### src/rtl/vf_pkg.sv
package vf_pkg;

    typedef enum logic [2:0] {
        F_IDLE,
        F_TPAGE,
        F_TCOL,
        F_TWAIT,
        F_PIX
    } fetch_st_e;

    typedef struct packed {
        logic de;
        logic hs;
        logic vs;
        logic lstb;
        logic fstb;
    } vid_ctl_t;

endpackage

### src/rtl/vf_timing.sv
module vf_timing #(
    parameter int H_ACTIVE = 160,
    parameter int H_FP     = 16,
    parameter int H_SYNC   = 24,
    parameter int H_BP     = 40,
    parameter int V_ACTIVE = 480,
    parameter int V_FP     = 10,
    parameter int V_SYNC   = 2,
    parameter int V_BP     = 33,
    localparam int HT = H_ACTIVE + H_FP + H_SYNC + H_BP,
    localparam int VT = V_ACTIVE + V_FP + V_SYNC + V_BP,
    localparam int HW = $clog2(HT),
    localparam int VW = $clog2(VT)
) (
    input  logic          clk,
    input  logic          rst_n,
    output logic [HW-1:0] h_cnt,
    output logic [VW-1:0] v_cnt,
    output logic          active,
    output logic          hsync,
    output logic          vsync
);

    typedef struct packed {
        logic [HW-1:0] h;
        logic [VW-1:0] v;
    } tim_t;

    tim_t t_d, t_q;

    always_comb begin
        t_d = t_q;
        if (int'(t_q.h) == HT - 1) begin
            t_d.h = '0;
            t_d.v = (int'(t_q.v) == VT - 1) ? '0 : t_q.v + 1'b1;
        end else begin
            t_d.h = t_q.h + 1'b1;
        end
    end

    always_ff @(posedge clk or negedge rst_n) begin
        if (!rst_n) t_q <= '0;
        else        t_q <= t_d;
    end

    assign h_cnt  = t_q.h;
    assign v_cnt  = t_q.v;
    assign active = (int'(t_q.h) < H_ACTIVE) && (int'(t_q.v) < V_ACTIVE);
    assign hsync  = (int'(t_q.h) >= H_ACTIVE + H_FP) &&
                    (int'(t_q.h) <  H_ACTIVE + H_FP + H_SYNC);
    assign vsync  = (int'(t_q.v) >= V_ACTIVE + V_FP) &&
                    (int'(t_q.v) <  V_ACTIVE + V_FP + V_SYNC);

endmodule

### src/rtl/vf_fetch.sv
module vf_fetch
    import vf_pkg::*;
#(
    parameter int          H_ACTIVE = 160,
    parameter int          LINES    = 120,
    parameter int          COLW     = 6,
    parameter logic [15:0] TBL_BASE = 16'h0000,
    localparam int QW = $clog2(LINES),
    localparam int CW = $clog2(H_ACTIVE + 1),
    localparam int BW = $clog2(2 * H_ACTIVE)
) (
    input  logic            clk,
    input  logic            rst_n,
    input  logic            kick,
    input  logic [QW-1:0]   kick_quad,
    output logic            mem_req,
    output logic [15:0]     mem_addr,
    input  logic            mem_gnt,
    input  logic [7:0]      mem_rdata,
    output logic            busy,
    output logic            wr_en,
    output logic [BW-1:0]   wr_addr,
    output logic [COLW-1:0] wr_data
);

    typedef struct packed {
        fetch_st_e     st;
        logic [QW-1:0] quad;
        logic [7:0]    page;
        logic [7:0]    col;
        logic [CW-1:0] issue;
        logic [CW-1:0] widx;
        logic          rv;
    } fetch_t;

    fetch_t f_d, f_q;
    logic [15:0] tbl_addr;

    assign tbl_addr = TBL_BASE + 16'({f_q.quad, 1'b0});

    always_comb begin
        f_d      = f_q;
        mem_req  = 1'b0;
        mem_addr = '0;
        wr_en    = 1'b0;
        case (f_q.st)
            F_IDLE: begin
                if (kick) begin
                    f_d.st    = F_TPAGE;
                    f_d.quad  = kick_quad;
                    f_d.issue = '0;
                    f_d.widx  = '0;
                end
            end
            F_TPAGE: begin
                mem_req  = 1'b1;
                mem_addr = tbl_addr;
                if (mem_gnt) f_d.st = F_TCOL;
            end
            F_TCOL: begin
                mem_req  = 1'b1;
                mem_addr = tbl_addr + 16'd1;
                if (f_q.rv)  f_d.page = mem_rdata;
                if (mem_gnt) f_d.st = F_TWAIT;
            end
            F_TWAIT: begin
                f_d.col = mem_rdata;
                f_d.st  = F_PIX;
            end
            F_PIX: begin
                if (int'(f_q.issue) < H_ACTIVE) begin
                    mem_req  = 1'b1;
                    mem_addr = {f_q.page, f_q.col + 8'(f_q.issue)};
                    if (mem_gnt) f_d.issue = f_q.issue + 1'b1;
                end
                if (f_q.rv) begin
                    wr_en    = 1'b1;
                    f_d.widx = f_q.widx + 1'b1;
                    if (int'(f_q.widx) == H_ACTIVE - 1) f_d.st = F_IDLE;
                end
            end
            default: f_d.st = F_IDLE;
        endcase
        f_d.rv = mem_req & mem_gnt;
    end

    always_ff @(posedge clk or negedge rst_n) begin
        if (!rst_n) begin
            f_q    <= '0;
            f_q.st <= F_IDLE;
        end else begin
            f_q <= f_d;
        end
    end

    assign busy    = (f_q.st != F_IDLE);
    assign wr_addr = f_q.quad[0] ? BW'(H_ACTIVE) + BW'(f_q.widx) : BW'(f_q.widx);
    assign wr_data = mem_rdata[COLW-1:0];

    AST_KICK_WHEN_IDLE: assert property (@(posedge clk) disable iff (!rst_n)
        kick |-> !busy);
    AST_REQ_HELD: assert property (@(posedge clk) disable iff (!rst_n)
        (mem_req && !mem_gnt) |=> (mem_req && $stable(mem_addr)));

endmodule

### src/rtl/vf_linebuf.sv
module vf_linebuf #(
    parameter int DEPTH = 320,
    parameter int DW    = 6,
    localparam int AW = $clog2(DEPTH)
) (
    input  logic          clk,
    input  logic          wr_en,
    input  logic [AW-1:0] wr_addr,
    input  logic [DW-1:0] wr_data,
    input  logic [AW-1:0] rd_addr,
    output logic [DW-1:0] rd_data
);

    logic [DW-1:0] mem_q [DEPTH];
    logic [DW-1:0] rd_q;

    always_ff @(posedge clk) begin
        if (wr_en) mem_q[wr_addr] <= wr_data;
        rd_q <= mem_q[rd_addr];
    end

    assign rd_data = rd_q;

endmodule

### src/rtl/vidfetch_ctrl.sv
module vidfetch_ctrl
    import vf_pkg::*;
#(
    parameter int          H_ACTIVE = 160,
    parameter int          H_FP     = 16,
    parameter int          H_SYNC   = 24,
    parameter int          H_BP     = 40,
    parameter int          LINES    = 120,
    parameter int          V_FP     = 10,
    parameter int          V_SYNC   = 2,
    parameter int          V_BP     = 33,
    parameter logic [15:0] TBL_BASE = 16'h0000
) (
    input  logic        clk,
    input  logic        rst_n,
    input  logic        compat_halt_en,
    output logic        mem_req,
    output logic [15:0] mem_addr,
    input  logic        mem_gnt,
    input  logic [7:0]  mem_rdata,
    output logic        cpu_halt,
    output logic        hsync,
    output logic        vsync,
    output logic        de,
    output logic [1:0]  red,
    output logic [1:0]  green,
    output logic [1:0]  blue,
    output logic        line_stb,
    output logic        frame_stb
);

    localparam int V_ACTIVE = 4 * LINES;
    localparam int HT   = H_ACTIVE + H_FP + H_SYNC + H_BP;
    localparam int VT   = V_ACTIVE + V_FP + V_SYNC + V_BP;
    localparam int HW   = $clog2(HT);
    localparam int VW   = $clog2(VT);
    localparam int QW   = $clog2(LINES);
    localparam int BW   = $clog2(2 * H_ACTIVE);
    localparam int COLW = 6;

    logic [HW-1:0]   h_cnt;
    logic [VW-1:0]   v_cnt;
    logic            act, hs, vs;
    logic            kick, busy, wr_en;
    logic [QW-1:0]   kick_quad;
    logic [BW-1:0]   wr_addr, rd_addr;
    logic [COLW-1:0] wr_data, rd_data;
    vid_ctl_t        ctl_d, ctl_q;

    vf_timing #(
        .H_ACTIVE(H_ACTIVE), .H_FP(H_FP), .H_SYNC(H_SYNC), .H_BP(H_BP),
        .V_ACTIVE(V_ACTIVE), .V_FP(V_FP), .V_SYNC(V_SYNC), .V_BP(V_BP)
    ) u_tim (
        .clk(clk), .rst_n(rst_n), .h_cnt(h_cnt), .v_cnt(v_cnt),
        .active(act), .hsync(hs), .vsync(vs)
    );

    vf_fetch #(
        .H_ACTIVE(H_ACTIVE), .LINES(LINES), .COLW(COLW), .TBL_BASE(TBL_BASE)
    ) u_fetch (
        .clk(clk), .rst_n(rst_n), .kick(kick), .kick_quad(kick_quad),
        .mem_req(mem_req), .mem_addr(mem_addr), .mem_gnt(mem_gnt),
        .mem_rdata(mem_rdata), .busy(busy), .wr_en(wr_en),
        .wr_addr(wr_addr), .wr_data(wr_data)
    );

    vf_linebuf #(
        .DEPTH(2 * H_ACTIVE), .DW(COLW)
    ) u_buf (
        .clk(clk), .wr_en(wr_en), .wr_addr(wr_addr), .wr_data(wr_data),
        .rd_addr(rd_addr), .rd_data(rd_data)
    );

    // Fetch scheduling: quad 0 at the start of vertical blanking,
    // quad q+1 at the first scan line of quad q.
    always_comb begin
        kick      = 1'b0;
        kick_quad = '0;
        if (h_cnt == '0) begin
            if (int'(v_cnt) == V_ACTIVE) begin
                kick = 1'b1;
            end else if ((int'(v_cnt) < V_ACTIVE) && (v_cnt[1:0] == 2'b00) &&
                         ((int'(v_cnt) >> 2) < LINES - 1)) begin
                kick      = 1'b1;
                kick_quad = QW'(v_cnt >> 2) + 1'b1;
            end
        end
    end

    always_comb begin
        rd_addr = '0;
        if (act) rd_addr = v_cnt[2] ? BW'(H_ACTIVE) + BW'(h_cnt) : BW'(h_cnt);
    end

    always_comb begin
        ctl_d      = ctl_q;
        ctl_d.de   = act;
        ctl_d.hs   = hs;
        ctl_d.vs   = vs;
        ctl_d.lstb = (h_cnt == '0);
        ctl_d.fstb = (h_cnt == '0) && (v_cnt == '0);
    end

    always_ff @(posedge clk or negedge rst_n) begin
        if (!rst_n) ctl_q <= '0;
        else        ctl_q <= ctl_d;
    end

    assign de        = ctl_q.de;
    assign hsync     = ctl_q.hs;
    assign vsync     = ctl_q.vs;
    assign line_stb  = ctl_q.lstb;
    assign frame_stb = ctl_q.fstb;
    assign red       = ctl_q.de ? rd_data[5:4] : 2'b00;
    assign green     = ctl_q.de ? rd_data[3:2] : 2'b00;
    assign blue      = ctl_q.de ? rd_data[1:0] : 2'b00;
    assign cpu_halt  = compat_halt_en & busy;

    AST_SYNC_OUTSIDE_PICTURE: assert property (@(posedge clk) disable iff (!rst_n)
        de |-> (!hsync && !vsync));
    AST_HALT_COVERS_REQ: assert property (@(posedge clk) disable iff (!rst_n)
        (compat_halt_en && mem_req) |-> cpu_halt);
    AST_FRAME_ON_LINE: assert property (@(posedge clk) disable iff (!rst_n)
        frame_stb |-> line_stb);

endmodule

### config.mk
export PLATFORM = sky130hd
export DESIGN_NAME = vidfetch_ctrl
export DESIGN_NICKNAME = d
export VERILOG_FILES = /design/src/rtl/vf_pkg.sv /design/src/rtl/vf_timing.sv /design/src/rtl/vf_fetch.sv /design/src/rtl/vf_linebuf.sv /design/src/rtl/vidfetch_ctrl.sv
export SDC_FILE = /design/constraint.sdc
export NUM_CORES = 2
export LEC_CHECK = 0
export BUFFER_PORTS_ARGS = -buffer_cell sky130_fd_sc_hd__buf_2
export CAP_MARGIN = 10
export CORE_ASPECT_RATIO = 1.25
export CORE_UTILIZATION = 57
export CTS_BUF_LIST = sky130_fd_sc_hd__clkbuf_16
export DETAILED_ROUTE_END_ITERATION = 8
export PLACE_DENSITY = 0.76
export SLEW_MARGIN = 0
export SYNTH_ARGS = -nofsm -noshare
export SYNTH_HDL_FRONTEND = slang
export SYNTH_HIERARCHICAL = 1
export SYNTH_SLANG_ARGS = --single-unit
### constraint.sdc
create_clock -name clk -period 3.1 [get_ports clk]
set_clock_uncertainty 0.05 [all_clocks]
set_input_delay 0.155 -clock clk [delete_from_list [all_inputs] [get_ports clk]]
set_output_delay 0.155 -clock clk [all_outputs]
set_load 0.005 [all_outputs]
---- Word-level counts from Yosys, hierarchy flattened ----
Memories as Yosys holds them, arrays and structs flattened. A register that Yosys moved wholly into a read port is not among the register bits.
Cells that the tools add are included.
storage, ports and cells
  flip-flop bits (word level) ............. 66
  memory bits (writable) .................. 1,920
  word-level logic and storage cells ...... 100
  memories kept ........................... 1
memories
  name         depth  width  rd ports  clocked after memory_dff  wr ports  RTL line          RTL
  u_buf.mem_q  320    6      1         1                         1         vf_linebuf.sv:14  logic [DW-1:0] mem_q [DEPTH];
cells by class
  add/subtract/negate cells ............... 9
  order comparisons ....................... 8
  equality and inequality tests ........... 15
  mux-type cells .......................... 33
  bitwise logic cells ..................... 2
  reductions and logical operators ........ 18
operators with widths
  cell                                                                 number
  case mux 16 bit (3 select lines)                                     1
  two-way mux 16 bit                                                   2
  two-way mux 8 bit                                                    4
  case mux 16 bit (2 select lines)                                     1
  two-way mux 9 bit                                                    3
  adder 8 x 1 -> 8 bit (second input constant)                         3
  < comparator 8 bit (second input constant)                           3
  two-way mux 7 bit                                                    3
  == test 10 bit (second input constant)                               2
  < comparator 10 x 9 -> 1 bit (second input constant)                 2
  two-way mux 10 bit                                                   2
  adder 8 x 8 -> 9 bit (first input constant)                          2
  case mux 3 bit (5 select lines)                                      1
  two-way mux 3 bit                                                    4
  adder 10 x 1 -> 10 bit (second input constant)                       1
  greater-or-equal comparator 10 x 9 -> 1 bit (second input constant)  1
  zero test 10 bit                                                     1
  adder 8 x 1 -> 9 bit (second input constant)                         1
  adder 8 bit                                                          1
  == test 8 x 6 -> 1 bit (second input constant)                       1
  == test 8 bit (second input constant)                                1
  greater-or-equal comparator 8 bit (second input constant)            1
  zero test 8 bit                                                      1
  < comparator 8 x 7 -> 1 bit (second input constant)                  1
  other kinds (20)                                                     42

---- Depth between registers and ports, before layout ----
  depth after elaboration ................. 8
  gate-level depth with buffers ........... 17

---- By module ----
Netlist, hierarchy kept.
by module, submodules not included
  module         times used  cells an instance  area each (µm²)
  vf_linebuf     1           3,756              75,671.3
  vf_fetch       1           239                2,463.6
  vf_timing      1           97                 982.2
  vidfetch_ctrl  1           63                 516.7

---- Worst setup path after synthesis ----
No wires, ideal clock.
  path type ............................... register to register
  start point ............................. reg u_tim.t_q (netlist bit u_tim/v_cnt[5])
  end point ............................... reg u_buf.rd_q[3] (netlist: u_buf/rd_data[3]), read port of u_buf.mem_q
  setup time .............................. 0.126 ns
  arrival ................................. 3.087 ns
  slack ................................... -0.164 ns
  cell stages (with the launch flop) ...... 12
  cells stage by stage .................... dfrtp_1 > nand4_1 > and3b_1 > and2_1 > buf_6 > buf_6 > buf_2 > mux4_2 > mux4_2 > mux2_2 > o211ai_1 > a31oi_1
on the way
  word-level cells in the longest chain between the ends .. 3
ends and longest elaborated chain
  element                       RTL line             RTL
  start, declared               vf_timing.sv:29      tim_t t_d, t_q;
  start signal, assigned        vf_timing.sv:43      else t_q <= t_d;
  < comparator 10 x 9 -> 1 bit  vf_timing.sv:48      assign active = (int'(t_q.h) < H_ACTIVE) && (int'(t_q.v) < V_ACTIVE);
  logical AND 1 bit             vf_timing.sv:48
  net act                       vidfetch_ctrl.sv:43  logic act, hs, vs;
  two-way mux 9 bit             vidfetch_ctrl.sv:92  if (act) rd_addr = v_cnt[2] ? BW'(H_ACTIVE) + BW'(h_cnt) : BW'(h_cnt);
  net rd_addr[0]                vidfetch_ctrl.sv:46  logic [BW-1:0] wr_addr, rd_addr;
  end, declared                 vf_linebuf.sv:15     logic [DW-1:0] rd_q;
The timed path passes the listed nets, and every way through them passes these cells.
A chain may end at the register's enable or synchronous reset.

---- Worst setup path in the final report ----
  start point ............................. reg u_tim.t_q (netlist bit u_tim/v_cnt[7])
  end point ............................... reg u_buf.rd_q[3] (netlist: u_buf/rd_data[3]), read port of u_buf.mem_q
The elaborated chain is that of the path after synthesis.

==> metrics.cfg <==
[outcome]
outcome=complete, but fails checks
violations=negative setup slack

[synthesis]
synth-edff-count=1920
syn_inst=4155
ys.flop_type=edfxtp_1
synth-seq-cells=1992
netlist_area_sq_mm=0.07963
ys_warn_count=6
synth.distinct_cells=84
ys_seq_area_share_pct=74.63
syn_nets=4184
yosysTopAreaCellShare_pct=72.40
ys_top_cells_by_area=edfxtp_1 72%, mux4_2 11%, mux2i_1 4.2%
avgSynthCellArea_sq_um=19.17
async_flop_share_pct=3.313
yosys.area.top_type=edfxtp_1

[cells_and_area]
drive_gt1_share_pct=27.89
final_cell_count_no_fill=6637
final_common_cell=edfxtp_1
final_core_util_pct=66.25
final_cell_mix=1,920 x edfxtp_1, 399 x buf_4, 377 x mux4_2, 344 x nor2_1, 334 x mux2i_1
areaGrowthSynthToFinish_pct=15.47
fin_nets=4656

[clock_network]
cts_root_buf=clkbuf_16
clock_sinks=1992
tritoncts=yes
cts.htree.levels=4
insertion_delay_ns=0.82
clkTransAtPathRegs_ns=0.07
cts_made_buffers=177
cts_buffer_depth=3

[sta]
rsz0062_at_grt=yes
tightest_slew_ns=0.9142
max_slew_margin_pct=39.05
period_share_pct=111.3
fin_crit_ns=3.451
setup_viol=6
clock.fmax_mhz=289.8
finalHoldViolCount=0
tns_ns=-1.847
slew_viol_final=0
fin_ws_ns=-0.3510

[setup_path]
cp.arrival_ns=4.08
critical_path_required_ns=3.73
cp_num_buf_inv=4
slowest_stage=dfrtp_1
path_class=reg2reg
cp-start-kind=register
cp_top_family=simple AND/OR/NAND/NOR gates
max_stage_delay_ns=0.39
worst_setup_path_end_kind=register
path_max_fanout=15
crit_chain=nand4_1 -> and3b_2 -> buf_4 -> and2_4 -> buf_12 -> buf_8 -> buf_4 -> mux4_2 -> a31oi_4 -> nand4_1 -> nor4_4 -> o211a_4 -> a31oi_1

[worst_hold_path]
hold_class=in2async

[routing]
vias=42699
drt-wirelength-per-cell_microns=29.62
drt_iter0_drc=4825
viasPerCell=6.433
drtPass1Iterations=8
drc=0
totalWireLength_microns=196600
antenna_left=0

[pwr]
vdd_ir_drop_max_v=0.0006175
power.leakage_uw=0.03208
power_density_mw_per_mm2=572.0

[global_routing]
grt_start_max_net_pins=135
antenna_found_initial=2
overflow=0
grt_pass1_vias=43480
grt.total_usage_pct=28.18
grt_pass1_wl_microns=286500

[die]
num_rows=153
start_util_pct=57.38
die_h_microns=419.9
dieArea_sq_mm=0.1412
die_w_microns=336.3
design.portCount=41
core_area_sq_mm=0.1388

[placement]
place_inst=6259
portBuffers=40
dpl.hpwl_microns=122200
place.gp.congestion=0.8886

[job]
maxCapViolCount=0

==> stage by stage <==
step                      hold slack, ns  setup WS, ns  power, uW  cell area [sq um]
after floorplan                  -0.1906     0.0002183      31150              79670
after global placement            0.3419       -0.6053      31630              85090
after detailed placement          0.3536       -0.5833      31690              85090
after CTS                       0.006721       -0.3155      52800              91670
after global routing             0.09551       -0.4124      53870              91940
final                            0.02867       -0.3510      52600              91950
==> flip-flops by register name (all words and copies together), names as in the netlist <==
name	flops
de	1
frame_stb	1
hsync	1
line_stb	1
u_buf/mem_q	1920
u_buf/rd_data	6
u_fetch/f_q	43
u_tim/h_cnt	8
u_tim/v_cnt	10
vsync	1
==> cell type report <==
cell class	instances	area, sq um
timing repair buffer	555	5453
multi-input combinational	1891	19030
inverter	10	37.54
tap	1860	2327
fill	8617	46840
clock buffer	182	4554
antenna	4	10.01
clock inverter	143	1107
sequential	1992	59430
==> report_power, final <==
group          leakage (uW)  internal [uW]  switching, uW
combinational        0.0110            472            907
clock               0.00290          11800           9600
sequential           0.0182          29600            146
total                0.0321          41900          10700
==> synth_stat cells, drive strengths merged (16+ instances only) <==
master  instances
nand3          85
and2           24
o21ai          30
ha             16
nor3           21
mux4          378
nand4          19
buf           143
a221oi         19
nor2b          23
edfxtp       1920
mux2           19
clkbuf        119
o211ai         26
dfrtp          66
and3           16
a21oi          65
mux2i         334
nand2b         19
nor2          373
nand2         147
xor2           18
a22oi         105
==> path summary, 6_finish.rpt <==
| kind | slack [ns] | from | depth (start not counted) | to |
|---|---|---|---|---|
| setup / recovery | -0.35 | u_tim/v_cnt[7]$_DFFE_PN0N_ | 13 | u_buf/rd_data[3]$_DFF_P_ |
| hold reg to reg | 0.45 | u_fetch/f_q[30]$_DFFE_PN0P_ | 1 | u_fetch/f_q[30]$_DFFE_PN0P_ |
| max in group asynchronous | 2.37 | rst_n | 3 | u_tim/h_cnt[5]$_DFF_PN0_ |
| min in group clk | 0.11 | mem_rdata[6] | 3 | u_fetch/f_q[23]$_DFFE_PN0P_ |
| hold / removal | 0.03 | rst_n | 3 | u_fetch/f_q[11]$_DFFE_PN0P_ |
| setup reg to reg | -0.35 | u_tim/v_cnt[7]$_DFFE_PN0N_ | 13 | u_buf/rd_data[3]$_DFF_P_ |
==> logic make-up (layout without fill, tap and decap cells) <==
family	count (synthesis)	after routing	synth area share, %
mux	731	731	15.16
simple gates	774	774	4.522
xor+xnor	33	33	0.3629
fa+ha+maj	17	17	0.2765
flops	1992	1992	74.63
compound gates	336	336	2.973
other cells	0	4	0
buf+inv	272	890	2.079
==> layer usage <==
layer | vias up | wire length (microns) | GRT usage (%)
met1 | 22141 | 69240 | 35.71
met2 | 2340 | 99720 | 47.40
li1 | 17715 | - | -
met5 | - | 0 | 0
met3 | 503 | 17890 | 5.067
met4 | 0 | 9700 | 13.16
==> what timing repair did <==
item	CTS	global route
setup buffers	26	6
resized for setup	73	45
hold endpoints to repair	647	0
pin swaps	12	9
hold buffers	10	0
cloned	6	2
endpoints found under the setup margin	10	222
==> tightest hold or removal path, cell delays in order <==
cell	delay, ns
dlygate4sd3_1	0.52
buf_2	0.10
buf_4	0.65
(Power assumes the default switching activity.)
